File: config.mk
export PLATFORM = sky130hd
export DESIGN_NAME = mmc_regfront
export DESIGN_NICKNAME = d
export VERILOG_FILES = /design/src/rtl/mmc_regfront.sv
export SDC_FILE = /design/constraint.sdc
export NUM_CORES = 1
export LEC_CHECK = 0
export BUFFER_PORTS_ARGS = -buffer_cell sky130_fd_sc_hd__buf_2
export CORE_MARGIN = 4
export CORE_UTILIZATION = 45
export DETAILED_ROUTE_END_ITERATION = 6
export PLACE_DENSITY = 0.78
export SETUP_SLACK_MARGIN = 0.4
export SYNTH_ARGS = -nofsm -noshare
export SYNTH_HDL_FRONTEND = slang
export SYNTH_SLANG_ARGS = --single-unit
File: constraint.sdc
create_clock -name clk -period 2.5 [get_ports clk]
set_clock_uncertainty 0.1 [all_clocks]
set_input_delay 0.25 -clock clk [delete_from_list [all_inputs] [get_ports clk]]
set_output_delay 0.25 -clock clk [all_outputs]
set_load 0.01 [all_outputs]
File: src/rtl/mmc_regfront.sv
module mmc_regfront #(
  parameter int AW = 12,
  parameter int EW = 11,
  parameter int LW = 11
) (
  input  logic          clk,
  input  logic          rst_n,
  input  logic          bus_wr,
  input  logic          bus_rd,
  input  logic [AW-1:0] bus_addr,
  input  logic [31:0]   bus_wdata,
  output logic [31:0]   bus_rdata,
  input  logic [EW-1:0] evt_set,
  input  logic [LW-1:0] fifo_flags,
  input  logic [127:0]  resp_in,
  input  logic [15:0]   dcount_in,
  input  logic [31:0]   fifo_rdata,
  output logic          fifo_push,
  output logic          fifo_pop,
  output logic [7:0]    power_q,
  output logic [7:0]    clkdiv_q,
  output logic [31:0]   arg_q,
  output logic [31:0]   cmd_q,
  output logic [31:0]   dtimer_q,
  output logic [15:0]   dlen_q,
  output logic [7:0]    dctrl_q,
  output logic          irq_a,
  output logic          irq_b
);
  localparam int SW = EW + LW;
  localparam int WA = AW - 2;

  logic [WA-1:0] wa;
  logic [EW-1:0] events, clr_bits;
  logic [SW-1:0] status, mask_a, mask_b;
  logic          in_fifo, in_id, clr_hit;
  logic [16:0]   words_left;
  logic [7:0]    id_byte;

  assign wa        = bus_addr[AW-1:2];
  assign in_fifo   = (wa >= WA'(32)) && (wa <= WA'(47));
  assign in_id     = (wa >= WA'(1016));
  assign clr_hit   = bus_wr && (wa == WA'(14));
  assign clr_bits  = clr_hit ? bus_wdata[EW-1:0] : '0;
  assign status    = {fifo_flags, events};
  assign irq_a     = |(status & mask_a);
  assign irq_b     = |(status & mask_b);
  assign fifo_push = bus_wr && in_fifo;
  assign fifo_pop  = bus_rd && in_fifo;
  assign words_left = ({1'b0, dcount_in} + 17'd3) >> 2;

  always_comb begin
    case (wa[2:0])
      3'd0: id_byte = 8'h81;
      3'd1: id_byte = 8'h11;
      3'd2: id_byte = 8'h04;
      3'd3: id_byte = 8'h00;
      3'd4: id_byte = 8'h0D;
      3'd5: id_byte = 8'hF0;
      3'd6: id_byte = 8'h05;
      default: id_byte = 8'hB1;
    endcase
  end

  always_ff @(posedge clk) begin
    if (!rst_n) begin
      power_q  <= '0;
      clkdiv_q <= '0;
      arg_q    <= '0;
      cmd_q    <= '0;
      dtimer_q <= '0;
      dlen_q   <= '0;
      dctrl_q  <= '0;
      mask_a   <= '0;
      mask_b   <= '0;
      events   <= '0;
    end else begin
      events <= (events & ~clr_bits) | evt_set;
      if (bus_wr) begin
        case (wa)
          WA'(0):  power_q  <= bus_wdata[7:0];
          WA'(1):  clkdiv_q <= bus_wdata[7:0];
          WA'(2):  arg_q    <= bus_wdata;
          WA'(3):  cmd_q    <= bus_wdata;
          WA'(9):  dtimer_q <= bus_wdata;
          WA'(10): dlen_q   <= bus_wdata[15:0];
          WA'(11): dctrl_q  <= bus_wdata[7:0];
          WA'(15): mask_a   <= bus_wdata[SW-1:0];
          WA'(16): mask_b   <= bus_wdata[SW-1:0];
          default: ;
        endcase
      end
    end
  end

  always_comb begin
    bus_rdata = '0;
    if (in_fifo) bus_rdata = fifo_rdata;
    else if (in_id) bus_rdata = {24'd0, id_byte};
    else begin
      case (wa)
        WA'(0):  bus_rdata = {24'd0, power_q};
        WA'(1):  bus_rdata = {24'd0, clkdiv_q};
        WA'(2):  bus_rdata = arg_q;
        WA'(3):  bus_rdata = cmd_q;
        WA'(5):  bus_rdata = resp_in[31:0];
        WA'(6):  bus_rdata = resp_in[63:32];
        WA'(7):  bus_rdata = resp_in[95:64];
        WA'(8):  bus_rdata = resp_in[127:96];
        WA'(9):  bus_rdata = dtimer_q;
        WA'(10): bus_rdata = {16'd0, dlen_q};
        WA'(11): bus_rdata = {24'd0, dctrl_q};
        WA'(12): bus_rdata = {16'd0, dcount_in};
        WA'(13): bus_rdata = 32'(status);
        WA'(15): bus_rdata = 32'(mask_a);
        WA'(16): bus_rdata = 32'(mask_b);
        WA'(18): bus_rdata = 32'(words_left);
        default: bus_rdata = '0;
      endcase
    end
  end


  set_wins_chk: assert property (@(posedge clk) disable iff (!rst_n)
    (evt_set != '0) |=> ((events & $past(evt_set)) == $past(evt_set)));


  clear_takes_chk: assert property (@(posedge clk) disable iff (!rst_n)
    clr_hit |=> ((events & $past(bus_wdata[EW-1:0] & ~evt_set)) == '0));


  sticky_hold_chk: assert property (@(posedge clk) disable iff (!rst_n)
    !clr_hit |=> ((events & $past(events)) == $past(events)));


  irq_a_quiet_chk: assert property (@(posedge clk) disable iff (!rst_n)
    (mask_a == '0) |-> !irq_a);


  irq_b_quiet_chk: assert property (@(posedge clk) disable iff (!rst_n)
    (mask_b == '0) |-> !irq_b);


  strobe_excl_chk: assert property (@(posedge clk) disable iff (!rst_n)
    !(fifo_push && fifo_pop));


  ro_write_chk: assert property (@(posedge clk) disable iff (!rst_n)
    (bus_wr && (wa == WA'(12))) |=> ($stable(arg_q) && $stable(mask_a) && $stable(dlen_q)));
endmodule

Word-level counts from Yosys, hierarchy flattened
Index checks and enable logic that the tools add are counted.
Widths: inputs -> output; s select.

storage, ports and cells
  bits in registers = 191
  input port bits = 246
  output and inout port bits = 172
  logic and storage cells = 63

cells by class
  $add $sub $neg = 1
  order comparisons = 3
  equal/unequal tests = 22
  muxes and demuxes = 5
  bitwise gates (word level) = 5
  reductions and logical operators = 17

operator list
  operator               number
  $pmux 32 s16           1
  $eq 10x4->1 const B    8
  $mux 32                2
  $pmux 8 s7             1
  $and 22x22->22         2
  $reduce_or 22->1       2
  $eq 10x3->1 const B    3
  $eq 10x2->1 const B    2
  $eq 10x5->1 const B    2
  $reduce_and 2->1       9
  $add 16x2->17 const B  1
  $and 11x11->11         1
  $mux 11                1
  $not 11->11            1
  $or 11x11->11          1
  $eq 10x1->1 const B    1
  $ge 10x10->1 const B   1
  $ge 10x6->1 const B    1
  $le 10x6->1 const B    1
  $logic_not 10->1       1
  $eq 3x3->1 const B     3
  $eq 3x2->1 const B     2
  $logic_and 1x1->1      4
  $eq 3x1->1 const B     1
  $logic_not 3->1        1

Longest topological paths before layout
Gate-level depths: netlist of run 1.

  depth after elaboration = 6
  depth in mapped cells = 9
  gate-level depth less buffers = 6

Worst setup path before layout of run 1
OpenSTA, ideal clock, no wires.

  path kind = input to output
  start = input bus_addr[6]
  end = output bus_rdata[4]
  arrival = 1.884 ns
  required time = 2.150 ns
  setup slack = 0.266 ns
  stages on the path = 7
  path buffers = 2
  cells stage by stage = or4_1 -> buf_4 -> nor3_4 -> buf_4 -> a22oi_1 -> o22a_1 -> a31oi_1

between the ends
  longest elaborated chain between the ends = 4
  elaborated cells on any way between the ends = 23
  classes of those cells = 3 x order compare; 15 x eq/ne; 3 x mux; 2 x reduce/logical

RTL lines
  element                              line  RTL
  start: declaration                   10    input logic [AW-1:0] bus_addr,
  $eq 10x5->1 (tied with other cells)  101   case (wa)
  $pmux 32 s16                         101
  $mux 32                              99    else if (in_id) bus_rdata = {24'd0, id_byte};
  $mux 32 (*)                          98    if (in_fifo) bus_rdata = fifo_rdata;
  end: declaration                     12    output logic [31:0] bus_rdata,

Mark *: on every way between the ends. The rest lies on a longest branch, timed or not.

Final worst setup path of run 1
  start = input bus_addr[6]
  end = output bus_rdata[2]

Same word-level chain as after synthesis.

==> results.cfg, run 1 <==
[run_status]
run_status = complete, but fails checks
violations = setup timing

[drt]
via_per_inst = 6.35
drt_drc_violations_left = 0
routed_wl_mm = 62.1
detail_route.iter0.violations = 2375
antenna_left = 0
detailedRoute.firstPassIterationCount = 6
wire_per_inst_um = 27.7
vias = 14226

[clocking]
cts-htree-levels = 4
cts-buffers-inserted = 17
clk-insertion-delay-late_ps = 430
clockRootBuffer = clkbuf_16
cts_buffer_depth = 2
cts.sink_count = 191
clk_pin_slew_worst_paths_ps = 70
tritoncts_clock_tree = built

[layout]
post_route_cells_drive_above_1_share_pct = 41.4
nNetsFinal = 2151
synthToLayoutAreaGrowth_pct = 52.5

[setup_path]
rr_worst_depth = 2
worst_setup_path_end_kind = output port
path_max_fanout = 5
critical_path.reg2reg.startpoint = mask_a[12]
worst-r2r-setup-slack_ps = 1530
critical_path.reg2reg.endpoint = mask_a[12]
timing.critical_path.arrival_ps = 2250
critical_path_required_ps = 2150
startpoint_type = input port
critical_path_class = input port to output port

[die]
fp.dieH_um = 161
initial_core_util_pct = 46.1
core_area_um2 = 22800
floorplan.io_pins = 418
die_area_um2 = 25900
die_width_um = 161
row_count = 55

[global_routing]
grtUsageMet2_pct = 70.2
track_usage_pct = 44.8
antenna_found_initial = 11
grtUsageMet1_pct = 56.4
grt_max_degree = 85
global_route.overflow_total = 0
gr-usage-met3_pct = 11.2
grt_pass1_wl_mm = 87.0
grt_pass1_vias = 13438
globalRoute.busiestLayer = met2

[hold_path]
worst_hold_path.endpoint = cmd_q[17]
worst_hold_path_type = input port to flip-flop
worst_hold_path.num_cells = 3
timing.hold.worst.start = bus_wdata[17]

[sta]
tightestPinTransition_ps = 697
setup_repair_after_global_routing_missed_its_margin = true
final.period_utilization_pct = 104
setup_ws_final_ps = -103
finalMaxSlewViolations = 0
max_freq_mhz = 384
worst_hold_slack_ps = 33.5
slew_headroom_pct = 53.1
final.setup.tns_ps = -605
finalCriticalPeriod_ps = 2600
setup-violations-final = 16
timing.final.hold_violations = 0

[yosys]
synth_area_leaders = dfxtp_1 (36%), nand2_1 (15%), a21boi_1 (8.4%)
synth_cell_type_count = 61
synth_ff_type = dfxtp_1
synth.cells.most_frequent = nand2_1 (410), dfxtp_1 (191), a21boi_1 (118), a22oi_1 (100), a21boi_0 (62)
postSynthCellCount = 1342
yosysSeqAreaShare_pct = 36.3
synth_enable_flop_cells = 0
ys_seq_elements = 191
library_cell_with_the_largest_summed_area_after_synthesis = dfxtp_1
syn_area_um2 = 10500
most_frequently_used_cell_type_in_the_post_synthesis_netlist = nand2_1
post_synth.cell_area_avg_um2 = 7.84
synth-async-reset-ratio_pct = 0
yosys_warnings = 0
synth_top_cell_area_share_pct = 36.3
net_count_synth = 1588

[place]
place.detailed.hpwl_mm = 47.0
globalplace.congestion = 1.08
io_buffers = 415
detailedPlace.worstSlack_ps = -243

[power]
p_per_area_nw_per_um2 = 412
ir_drop_mv = 0.524
p_leak_nw = 6.74

[flow_run]
max_cap_violations = 0
what timing repair did:
item	CTS	global route
setup buffers	22	17
hold endpoints to repair	38	0
hold buffers	21	0
resized for setup	129	69
endpoints found under the setup margin	42	37
cloned	4	2
pin swaps	42	37
logic make-up (layout without fill, tap and decap cells):
family / after synthesis / in the layout / share of synthesized area (%)
other cells: 0 / 10 / 0
simple gates: 554 / 554 / 22.5
compound gates: 435 / 435 / 31.3
flops: 191 / 191 / 36.3
buf+inv: 115 / 691 / 5.41
xor+xnor: 13 / 13 / 1.08
mux: 34 / 34 / 3.37
through the flow:
step                      cells  instance area [um2]  power (mW)  util (%)
after floorplan            1342                10600        3.39         -
after global placement     2133                14000        3.88      61.4
after detailed placement   2133                14000        3.88      61.4
after CTS                  2212                15600        6.56      68.2
after global routing       2241                16000        6.77      70.2
final                      2241                16000        6.62      70.2
how the worst max path moves through the flow:
stage / startpoint / endpoint / slack, ps
floorplan: bus_addr[6] / bus_rdata[7] / 280
global placement: bus_addr[3] / bus_rdata[7] / -240
detailed placement: bus_addr[3] / bus_rdata[9] / -240
CTS: arg_q[5] / bus_rdata[5] / -100
global route: power_q[5] / bus_rdata[5] / -140
finish: bus_addr[6] / bus_rdata[2] / -100
layout make-up:
type	count	area, um2
sequential	191	3860
multi-input combinational	1036	6630
antenna	10	25.0
tap	313	392
clock buffer	19	443
fill	1886	6800
inverter	3	11.3
clock inverter	13	108
timing repair buffer	656	4580
sequential cells by signal (all words and copies together), names as in the netlist:
signal and cells:
dctrl_q 8, dlen_q 16, cmd_q 32, power_q 8, clkdiv_q 8, arg_q 32
mask_a 22, dtimer_q 32, events 11, mask_b 22
worst max-delay path, cell delays in order:
cell	delay, ps
buf_8	100
or4_4	630
nor3_4	200
buf_12	150
buf_12	130
buf_6	100
a22oi_2	70
a21oi_2	150
a21oi_1	60
a31oi_1	230
buf_2	170
layout by cell type, fill, tap and decap left out, types with 8 or more instances in the layout:
cell,count
nor2b_1,14
nor2_2,8
buf_6,36
buf_12,24
nor2_1,21
dlygate4sd3_1,21
buf_8,8
dfxtp_2,10
a22o_1,22
mux2_2,10
and3_1,10
o22ai_1,11
mux2i_1,21
xnor2_1,9
nor3_1,9
diode_2,10
a21boi_1,121
dfxtp_1,175
buf_4,156
a21boi_0,59
a22oi_2,19
nand3_1,27
buf_2,405
a22oi_1,81
nand4_1,8
clkbuf_16,19
nand2_1,401
a222oi_1,24
a21oi_1,22
power by group:
group	switching, mW	leakage (nW)	internal [mW]
logic	0.483	4.93	0.395
clock network	1.34	0.263	1.33
registers	0.0245	1.55	3.05
per-layer routing:
| metal | part of all wire, % | wire [um] |
|---|---|---|
| met1 | 37 | 22700 |
| met2 | 45 | 27700 |
| met3 | 12 | 7540 |
| met4 | 6.6 | 4090 |
| met5 | 0.021 | 13 |
Note: power is estimated with default switching activity, not from simulation.
==> inputs of run 2 (changes only) <==
--- a/config.mk
+++ b/config.mk
@@ -5,7 +5,9 @@
 export SDC_FILE = /design/constraint.sdc
 export NUM_CORES = 1
 export LEC_CHECK = 0
+export ABC_AREA = 1
 export BUFFER_PORTS_ARGS = -buffer_cell sky130_fd_sc_hd__buf_2
+export CAP_MARGIN = 25
 export CORE_MARGIN = 4
 export CORE_UTILIZATION = 45
 export DETAILED_ROUTE_END_ITERATION = 6
==> run 2 against run 1 <==
  * The run now ends clean
  * Synthesized area up 1.7%
  * Combinational power down 12%
  * Sequential cell count unchanged
  * Non-clock buffer count fell by 94
  * Largest power group unchanged
  * Highest routed layer is now met4
  * Routed wire length is 14% lower
  * Core utilization decreased by 3.8 points
  * Worst hold slack lost 14 ps
  * First-iteration DRC count is 21% lower
  * Synthesized cell count grew 23%
  * Clock power increased by 4%
  * Sequential share of layout area rose by 0.53 points
==> results.cfg, run 2 <==
[run_status]
run_status = complete, no violations

[die]
die_width_um = 162
fp.dieH_um = 162
floorplan.io_pins = 418
initial_core_util_pct = 45.7
row_count = 56
die_area_um2 = 26300
core_area_um2 = 23400

[layout]
nFillCells = 2140
post_route_cells_drive_above_1_share_pct = 33.6
synthToLayoutAreaGrowth_pct = 45.4
nNetsFinal = 2377
mostFrequentLayoutCell = buf_2
post-route-util_pct = 66.5
largestRegisters = arg_q: 32 flops, cmd_q: 32 flops, dtimer_q: 32 flops
layout.cells.most_common_list = buf_2 (399), inv_1 (224), nand2_1 (206), dfxtp_1 (191), a21oi_1 (186)

[yosys]
synth_top_cell_area_share_pct = 35.7
synth_ff_type = dfxtp_1
net_count_synth = 1893
syn_area_um2 = 10700
postSynthCellCount = 1647
ys_seq_elements = 191
synth-async-reset-ratio_pct = 0
library_cell_with_the_largest_summed_area_after_synthesis = dfxtp_1
synth_enable_flop_cells = 0
most_frequently_used_cell_type_in_the_post_synthesis_netlist = inv_1
synth.cells.most_frequent = inv_1 (231), nand2_1 (222), o21ai_0 (194), dfxtp_1 (191), a21oi_1 (188)
post_synth.cell_area_avg_um2 = 6.50
yosys_warnings = 0
yosysSeqAreaShare_pct = 35.7
synth_cell_type_count = 37
synth_area_leaders = dfxtp_1 (36%), o21ai_0 (9.1%), a21oi_1 (8.8%)

[global_routing]
global_route.overflow_total = 0
grt_pass1_wl_mm = 77.0
grt_max_degree = 101
grt_pass1_vias = 13216
antenna_found_initial = 5
track_usage_pct = 37.9

[power]
net-switching-power_mw = 1.93
internal-power_mw = 4.70
power_switching_share_pct = 29.2
pwr-share-clk_pct = 42.0
totalPowerFinal_mw = 6.63
power_frac_seq_pct = 46.3
p_per_area_nw_per_um2 = 426
comb_power_share_pct = 11.7
p_leak_nw = 7.01
ir_drop_mv = 0.461

[sta]
final.setup.tns_ps = 0
setup_ws_final_ps = 378
worst_hold_slack_ps = 19.1
tightestPinTransition_ps = 703
max_freq_mhz = 471
final.period_utilization_pct = 84.9
finalCriticalPeriod_ps = 2120
setup_repair_after_global_routing_missed_its_margin = true
setup-violations-final = 0
timing.final.hold_violations = 0
slew_headroom_pct = 53.1
finalMaxSlewViolations = 0

[place]
io_buffers = 415
detailedPlace.worstSlack_ps = -14.6
place.detailed.hpwl_mm = 39.8
globalplace.congestion = 0.989

[setup_path]
path_max_fanout = 7
critical_path.reg2reg.startpoint = dlen_q[14]
worst_setup_path_end_kind = output port
crit_path_cell_trace = buf_6, nor2_4, buf_6, buf_6, buf_12, nand3_4, buf_6, o21ai_2, inv_1, nand3_2, nor2_1, nand4_1, buf_2
critical_path_required_ps = 2150
timing.critical_path.slowest_cell_delay_ps = 190
worst-r2r-setup-slack_ps = 1660
rr_worst_depth = 2
critical_path_class = input port to output port
startpoint_type = input port
critPathTopFamily = buffers and inverters
critical_path.reg2reg.endpoint = dlen_q[14]
critical_path_buf_inv_count = 7
crit_cells = 13
critPathSlowestCell = nor2_4
timing.critical_path.arrival_ps = 1770
timing.critical_path.from = bus_addr[11]
cp_common_cell = buf_6

[drt]
antenna_left = 0
drt_drc_violations_left = 0
via_per_inst = 5.76
detail_route.iter0.violations = 1882
wire_per_inst_um = 21.7
detailedRoute.firstPassIterationCount = 6
routed_wl_mm = 53.6
vias = 14226

[clocking]
cts_buffer_depth = 2
tritoncts_clock_tree = built
clockRootBuffer = clkbuf_16
cts.sink_count = 191
clk-insertion-delay-late_ps = 430
cts-htree-levels = 4
clk_pin_slew_worst_paths_ps = 90
cts-buffers-inserted = 17

[hold_path]
worst_hold_path.num_cells = 3
worst_hold_path.endpoint = cmd_q[25]
timing.hold.worst.start = bus_wdata[25]
worst_hold_path_type = input port to flip-flop

[flow_run]
max_cap_violations = 0
==> run 2: cell types whose count changed after synthesis, moves of 23 or more <==
cell,delta
o21ai_1,+27
a22oi_1,-99
a21oi_1,+160
inv_1,+228
nand3_1,+141
a21boi_1,-118
nor2_1,+85
mux2i_1,-23
a222oi_1,-24
o21ai_0,+182
nand4_1,+62
nand2_1,-188
a21boi_0,-62
==> run 2: kinds of logic after synthesis <==
logic type / count (synthesis) / share of synthesized area [%]
compound gates: 482 / 24.0
buf+inv: 341 / 12.7
simple gates: 632 / 27.5
xor+xnor: 1 / 0.0819
flops: 191 / 35.7
==> run 2: how the worst max path moves through the flow <==
stage	endpoint
6_report	bus_rdata[5]
2_1_floorplan	bus_rdata[19]
5_1_grt	bus_rdata[2]
3_5_place_dp	bus_rdata[12]
3_3_place_gp	bus_rdata[12]
4_1_cts	bus_rdata[13]
==> run 2: per-layer routing <==
| metal | wire, um | up-vias | track usage, % |
|---|---|---|---|
| met5 | 0 | - | 0 |
| met4 | 2100 | 0 | 13.9 |
| met3 | 5710 | 153 | 8.42 |
| met2 | 25400 | 939 | 62.5 |
| met1 | 20500 | 6592 | 48.8 |
| li1 | - | 6542 | - |
==> run 2: power groups by stage <==
stage	clock network [mW]	logic [mW]	registers [mW]
after floorplan	0	0.237	3.13
final	2.79	0.775	3.07
after detailed placement	0	0.622	3.14
after global routing	2.89	0.823	3.07
after CTS	2.77	0.693	3.07
after global placement	0	0.618	3.14
==> run 2: stage by stage <==
stage	instances	instance area, um2
2_1_floorplan	1647	10700
3_5_place_dp	2355	13400
6_report	2468	15600
4_1_cts	2433	14700
3_3_place_gp	2355	13400
5_1_grt	2468	15600
==> run 2: worst register-to-register path: cells and delay by family (launching register included) <==
kind,cells,cell delay [ps]
AOI/OAI and AO/OA,1,160
DFF,1,430
and+or+nand+nor,1,70
==> run 2: cell type report <==
type	count	area [um2]	share of cell area [%]
Clock inverter	15	153	0.981
Antenna cell	5	12.5	0.0804
Sequential cell	191	3820	24.6
Multi-Input combinational cell	1115	6090	39.1
Tap cell	319	399	2.56
Timing Repair Buffer	562	3700	23.8
Clock buffer	17	425	2.73
Inverter	244	952	6.12
==> run 2: what timing repair did <==
| item | in CTS | in global routing |
|---|---|---|
| hold buffers | 15 | 0 |
| setup endpoints to repair | 32 | 32 |
| endpoints found under the hold margin | 15 | 0 |
| setup buffers | 30 | 27 |
| resized for setup | 99 | 156 |
| cloned | 1 | 3 |
| pin swaps | 22 | 46 |
